$ cat config.mk
export PLATFORM = sky130hd
export DESIGN_NAME = rst_cause_status
export DESIGN_NICKNAME = d
export VERILOG_FILES = /design/src/rtl/rst_cause_pkg.sv /design/src/rtl/rst_cause_arb.sv /design/src/rtl/rst_cause_fsm.sv /design/src/rtl/rst_cause_dec.sv /design/src/rtl/rst_cause_status.sv
export SDC_FILE = /design/constraint.sdc
export NUM_CORES = 1
export LEC_CHECK = 0
export BUFFER_PORTS_ARGS = -buffer_cell sky130_fd_sc_hd__clkbuf_2
export CAP_MARGIN = 20
export CELL_PAD_IN_SITES_DETAIL_PLACEMENT = 1
export CELL_PAD_IN_SITES_GLOBAL_PLACEMENT = 1
export CORE_AREA = 3 3 40 42
export CTS_BUF_LIST = sky130_fd_sc_hd__clkbuf_16
export CTS_CLUSTER_SIZE = 8
export DETAILED_ROUTE_END_ITERATION = 8
export DIE_AREA = 0 0 43 45
export HOLD_SLACK_MARGIN = 0.1
export PLACE_DENSITY_LB_ADDON = 0.12
export REMOVE_ABC_BUFFERS = 1
export SYNTH_ARGS = -nofsm -noshare
export SYNTH_HDL_FRONTEND = slang
export SYNTH_SLANG_ARGS = --single-unit
$ cat constraint.sdc
create_clock -name clk -period 1.3 [get_ports clk]
set_input_delay 0.26 -clock clk [delete_from_list [all_inputs] [get_ports clk]]
set_output_delay 0.26 -clock clk [all_outputs]
set_load 0.02 [all_outputs]
$ cat src/rtl/rst_cause_pkg.sv
package rst_cause_pkg;

    localparam int PCTL_W  = 2;
    localparam int POS_BOR = 0;
    localparam int POS_POR = 1;
    localparam int CAUSE_W = 3;

    typedef enum logic [0:0] {
        ST_AWAKE  = 1'b0,
        ST_ASLEEP = 1'b1
    } pwr_state_e;

    typedef enum logic [2:0] {
        ACT_NONE     = 3'd0,
        ACT_POWERON  = 3'd1,
        ACT_BROWNOUT = 3'd2,
        ACT_EXTRST   = 3'd3,
        ACT_WDT      = 3'd4,
        ACT_WRITE    = 3'd5,
        ACT_SLEEP    = 3'd6,
        ACT_WDCLR    = 3'd7
    } action_e;

    typedef enum logic [CAUSE_W-1:0] {
        CAUSE_POWER_ON  = 3'd0,
        CAUSE_BROWN_OUT = 3'd1,
        CAUSE_WDT_RESET = 3'd2,
        CAUSE_WDT_WAKE  = 3'd3,
        CAUSE_EXT_RUN   = 3'd4,
        CAUSE_EXT_SLEEP = 3'd5,
        CAUSE_RSVD      = 3'd6,
        CAUSE_ILLEGAL   = 3'd7
    } cause_e;

endpackage

$ cat src/rtl/rst_cause_arb.sv
module rst_cause_arb
    import rst_cause_pkg::*;
(
    input  logic    asleep,
    input  logic    evt_por,
    input  logic    evt_bor,
    input  logic    evt_ext,
    input  logic    evt_wdt,
    input  logic    wr_stb,
    input  logic    evt_sleep,
    input  logic    evt_wdclr,
    output action_e act
);

    // Fixed priority. Software-side actions are masked while asleep.
    always_comb begin
        if (evt_por)                    act = ACT_POWERON;
        else if (evt_bor)               act = ACT_BROWNOUT;
        else if (evt_ext)               act = ACT_EXTRST;
        else if (evt_wdt)               act = ACT_WDT;
        else if (wr_stb && !asleep)     act = ACT_WRITE;
        else if (evt_sleep && !asleep)  act = ACT_SLEEP;
        else if (evt_wdclr && !asleep)  act = ACT_WDCLR;
        else                            act = ACT_NONE;
    end

endmodule

$ cat src/rtl/rst_cause_fsm.sv
module rst_cause_fsm
    import rst_cause_pkg::*;
#(
    parameter logic BOR_RST_VAL = 1'b0
) (
    input  logic              clk,
    input  logic              rst_n,
    input  action_e           act,
    input  logic [PCTL_W-1:0] wr_data,
    output logic              por_flag,
    output logic              bor_flag,
    output logic              to_flag,
    output logic              pd_flag,
    output logic              asleep
);

    pwr_state_e cur_q, cur_d;
    logic por_q, por_d, bor_q, bor_d, to_q, to_d, pd_q, pd_d;

    // State and flag register
    always_ff @(posedge clk or negedge rst_n) begin
        if (!rst_n) begin
            cur_q <= ST_AWAKE;
            por_q <= 1'b0;
            bor_q <= BOR_RST_VAL;
            to_q  <= 1'b1;
            pd_q  <= 1'b1;
        end else begin
            cur_q <= cur_d;
            por_q <= por_d;
            bor_q <= bor_d;
            to_q  <= to_d;
            pd_q  <= pd_d;
        end
    end

    // Next state and flag updates
    always_comb begin
        cur_d = cur_q;
        por_d = por_q;
        bor_d = bor_q;
        to_d  = to_q;
        pd_d  = pd_q;
        unique case (cur_q)
            ST_AWAKE: begin
                unique case (act)
                    ACT_POWERON: begin
                        por_d = 1'b0;
                        bor_d = 1'b0;
                        to_d  = 1'b1;
                        pd_d  = 1'b1;
                    end
                    ACT_BROWNOUT: begin
                        bor_d = 1'b0;
                        to_d  = 1'b1;
                        pd_d  = 1'b1;
                    end
                    ACT_EXTRST: ;
                    ACT_WDT:    to_d = 1'b0;
                    ACT_WRITE: begin
                        bor_d = wr_data[POS_BOR];
                        por_d = wr_data[POS_POR];
                    end
                    ACT_SLEEP: begin
                        to_d  = 1'b1;
                        pd_d  = 1'b0;
                        cur_d = ST_ASLEEP;
                    end
                    ACT_WDCLR: begin
                        to_d = 1'b1;
                        pd_d = 1'b1;
                    end
                    default: ;
                endcase
            end
            ST_ASLEEP: begin
                unique case (act)
                    ACT_POWERON: begin
                        por_d = 1'b0;
                        bor_d = 1'b0;
                        to_d  = 1'b1;
                        pd_d  = 1'b1;
                        cur_d = ST_AWAKE;
                    end
                    ACT_BROWNOUT: begin
                        bor_d = 1'b0;
                        to_d  = 1'b1;
                        pd_d  = 1'b1;
                        cur_d = ST_AWAKE;
                    end
                    ACT_EXTRST: begin
                        to_d  = 1'b1;
                        pd_d  = 1'b0;
                        cur_d = ST_AWAKE;
                    end
                    ACT_WDT: begin
                        to_d  = 1'b0;
                        pd_d  = 1'b0;
                        cur_d = ST_AWAKE;
                    end
                    default: ;
                endcase
            end
            default: cur_d = ST_AWAKE;
        endcase
    end

    // Outputs
    always_comb begin
        por_flag = por_q;
        bor_flag = bor_q;
        to_flag  = to_q;
        pd_flag  = pd_q;
        asleep   = (cur_q == ST_ASLEEP);
    end

endmodule

$ cat src/rtl/rst_cause_dec.sv
module rst_cause_dec
    import rst_cause_pkg::*;
(
    input  logic   por_flag,
    input  logic   bor_flag,
    input  logic   to_flag,
    input  logic   pd_flag,
    input  logic   bor_en,
    output cause_e cause
);

    always_comb begin
        if (!por_flag) begin
            cause = (to_flag && pd_flag) ? CAUSE_POWER_ON : CAUSE_ILLEGAL;
        end else if (bor_en && !bor_flag) begin
            cause = CAUSE_BROWN_OUT;
        end else begin
            unique case ({to_flag, pd_flag})
                2'b01:   cause = CAUSE_WDT_RESET;
                2'b00:   cause = CAUSE_WDT_WAKE;
                2'b11:   cause = CAUSE_EXT_RUN;
                default: cause = CAUSE_EXT_SLEEP;
            endcase
        end
    end

endmodule

$ cat src/rtl/rst_cause_status.sv
module rst_cause_status
    import rst_cause_pkg::*;
#(
    parameter logic BOR_RST_VAL = 1'b0
) (
    input  logic               clk,
    input  logic               rst_n,
    input  logic               bor_en,
    input  logic               evt_por,
    input  logic               evt_bor,
    input  logic               evt_ext,
    input  logic               evt_wdt,
    input  logic               evt_sleep,
    input  logic               evt_wdclr,
    input  logic               wr_stb,
    input  logic [PCTL_W-1:0]  wr_data,
    output logic [PCTL_W-1:0]  pctl_q,
    output logic               to_flag,
    output logic               pd_flag,
    output logic               asleep,
    output logic [CAUSE_W-1:0] cause
);

    action_e act;
    cause_e  cause_enc;
    logic    por_flag, bor_flag;

    rst_cause_arb u_arb (
        .asleep    (asleep),
        .evt_por   (evt_por),
        .evt_bor   (evt_bor),
        .evt_ext   (evt_ext),
        .evt_wdt   (evt_wdt),
        .wr_stb    (wr_stb),
        .evt_sleep (evt_sleep),
        .evt_wdclr (evt_wdclr),
        .act       (act)
    );

    rst_cause_fsm #(
        .BOR_RST_VAL (BOR_RST_VAL)
    ) u_fsm (
        .clk      (clk),
        .rst_n    (rst_n),
        .act      (act),
        .wr_data  (wr_data),
        .por_flag (por_flag),
        .bor_flag (bor_flag),
        .to_flag  (to_flag),
        .pd_flag  (pd_flag),
        .asleep   (asleep)
    );

    rst_cause_dec u_dec (
        .por_flag (por_flag),
        .bor_flag (bor_flag),
        .to_flag  (to_flag),
        .pd_flag  (pd_flag),
        .bor_en   (bor_en),
        .cause    (cause_enc)
    );

    always_comb begin
        pctl_q          = '0;
        pctl_q[POS_BOR] = bor_flag;
        pctl_q[POS_POR] = por_flag;
        cause           = cause_enc;
    end

endmodule

==> results_dict.tcl <==
set metrics [dict create \
    ant_nets 0 \
    leakage_nw 0.320 \
    nFillCells 151 \
    clk_pin_slew_ns 0.03 \
    vias 401 \
    crit_start "u_fsm.to_flag" \
    worst_slew_pin_slew_ns 0.349 \
    hold_path.startpoint "evt_por" \
    powerDensity_nw_per_um2 1200 \
    overflow 0 \
    async_flop_share_pct 100 \
    r2r_start "u_fsm.asleep" \
    crit_path_start_kind "flop" \
    synth.top_cells.by_count "o21ai_0 (6), dfrtp_1 (3), nand2_1 (3), nor2_1 (3)" \
    status "finished with violations" \
    finalCriticalPeriod_ns 1.41 \
    peakVddDrop_mv 0.618 \
    synth.ff_latch_count 5 \
    max_freq_mhz 711 \
    cp.required_ns 1.04 \
    clkPwrFrac_pct 65.2 \
    rr_endpoint "u_fsm.bor_flag" \
    yosysWarnings 0 \
    setup_viol 3 \
    die_h_um 45 \
    grt_pass1_vias 383 \
    crit_type "reg -> out" \
    antenna_found_initial 0 \
    drive_gt1_share_pct 53.7 \
    placed_area_um2 460 \
    synth_cell_types 22 \
    io_pins 20 \
    synth_area_leaders "dfrtp_1 (21%), dfstp_2 (15%), o21ai_0 (8.5%), nor4b_4 (6.7%), buf_4 (4.2%)" \
    area_growth_pct 79.9 \
    synth_top_flop_cell "dfrtp_1" \
    synth_cells 39 \
    fin_nets 80 \
    p_sw_w 0.000156 \
    clockBufferDepth 2 \
    design_area_um2 637 \
    viasPerCell 4.89 \
    critPathArrivalTime_ns 1.15 \
    cp_max_fo 6 \
    clk_latency_ns 0.23 \
    endpoint_kind "output port" \
    drv_cap 0 \
    gp_congestion 0.674 \
    slew_headroom_pct 76.6 \
    cts_buffers 3 \
    grt_pass1_wl_um 1840 \
    portBuffers 19 \
    total_power_w 0.000764 \
    drc 0 \
    yosysSeqAreaShare_pct 36.0 \
    fp.dieW_um 43 \
    swShare_pct 20.4 \
    synth_area_per_cell_um2 9.08 \
    cts_tree "done" \
    final_max_slew_viol_count 0 \
    drt-total-wl_um 1170 \
    worst_slack_ns -0.107 \
    htree_levels 1 \
    failed_checks "setup timing" \
    hold_class "in -> reg" \
    endpoint "cause[1]" \
    die_area_um2 1940 \
    start_util_pct 27.6 \
    reg2regPathDepth 3 \
    yosysMostFrequentCell "o21ai_0" \
    core_area_um2 1280 \
    dp.cells 72 \
    grt_max_degree 9 \
    finalNonFillerCells 82 \
    reg2reg_slack_ns 0.01 \
    rows 13 \
    clock_skew_ns 0.00219 \
    synth_area_um2 354 \
    clock_sinks 5 \
    dp_hpwl_um 802 \
    finalCritPeriodShare_pct 108 \
    combPwrFrac_pct 13.2 \
    wire_per_inst_um 14.3 \
    power.internal_w 0.000609 \
    synth_edf_count 0 \
    synth_largest_area_cell "dfrtp_1" \
    antenna_cells 0 \
    yosysTopAreaCellShare_pct 21.2 \
    cts_root_buf "clkbuf_16" \
    dr.pass1.iters 2 \
    track_usage_pct 13.1 \
    finalHoldViolCount 0 \
    finalSetupTns_ns -0.223 \
    drt_iter0_markers 5 \
    seqPwrFrac_pct 21.5 \
    finish.utilization_pct 49.6 \
    rsz0062_at_grt "yes" \
]
[layout by cell type, fill, tap and decap left out, drive strengths merged]
cell and instances:
a21bo 1, a21o 1, a21oi 2, a22oi 1
and2 2, buf 11, clkbuf 17, dfrtp 3
dfstp 2, dlygate4sd3 1, inv 3, mux2i 1
nand2 3, nand2b 1, nand4 2, nor2 3
nor2b 1, nor3 1, nor4 1, nor4b 1
o211a 1, o211ai 1, o21ai 7
[cells by family (layout without fill, tap and decap cells)]
group,Yosys count,count (layout),synth area share (%)
simple gates,15,15,30.0
compound gates,14,14,24.7
flops,5,5,36.0
buf+inv,4,32,6.36
mux,1,1,2.83
[layout make-up]
type / instances / area, um2 / share of cell area (%)
sequential: 5 / 129 / 20.2
timing repair buffer: 26 / 185 / 29.1
inverter: 2 / 7.51 / 1.18
tap: 15 / 18.8 / 2.95
clock inverter: 1 / 3.75 / 0.589
multi-input combinational: 30 / 218 / 34.2
clock buffer: 3 / 75.1 / 11.8
[stage by stage]
step | worst slack (ns) | hold WS, ns
after global routing | -0.162 | 0.232
after CTS | -0.100 | 0.233
after floorplan | -0.104 | -0.0356
final | -0.107 | 0.228
after detailed placement | 0.0458 | 0.0903
after global placement | 0.0631 | 0.0940
[worst max-delay path, cell delays in order (launching register included)]
cell	delay, ns
dfstp_2	0.56
o21ai_1	0.08
and2_4	0.16
buf_8	0.12
[per-layer routing]
metal	track usage, %	vias up	routed length [um]	part of all wire [%]
li1	-	197	-	-
met1	14.6	186	482	41
met2	22.2	18	582	50
met3	5.58	0	108	9.2
met4	5.42	0	0	0
met5	0	-	0	0
[state kept, by name (all words and copies together) (netlist names)]
register and count:
u_fsm.por_flag 1, u_fsm.asleep 1, u_fsm.pd_flag 1, u_fsm.to_flag 1, u_fsm.bor_flag 1
[worst min-delay path by stage]
| stage | end | slack, ns | cells after the start |
|---|---|---|---|
| after floorplan | u_fsm.asleep | -0.04 | 0 |
| after global placement | u_fsm.por_flag | 0.09 | 1 |
| after detailed placement | u_fsm.bor_flag | 0.09 | 1 |
| after CTS | u_fsm.bor_flag | 0.23 | 2 |
| after global routing | u_fsm.por_flag | 0.23 | 2 |
| final | u_fsm.por_flag | 0.23 | 2 |
[timing repair]
action                     CTS  global route
setup buffers                3             2
setup endpoints to repair    4             5
hold buffers                 1             0
pin swaps                    2             3
gates resized for setup      9            10
hold endpoints to repair     5             0
[power groups by stage]
stage	clock, W	combinational [W]	sequential (W)
5_1_grt	0.000517	0.000111	0.000165
2_1_floorplan	0	0.0000317	0.000169
6_report	0.000499	0.000101	0.000165
4_1_cts	0.000508	0.0000917	0.000164
3_5_place_dp	0	0.0000786	0.000166
3_3_place_gp	0	0.0000788	0.000166
Power figures use the tool's default switching activity.
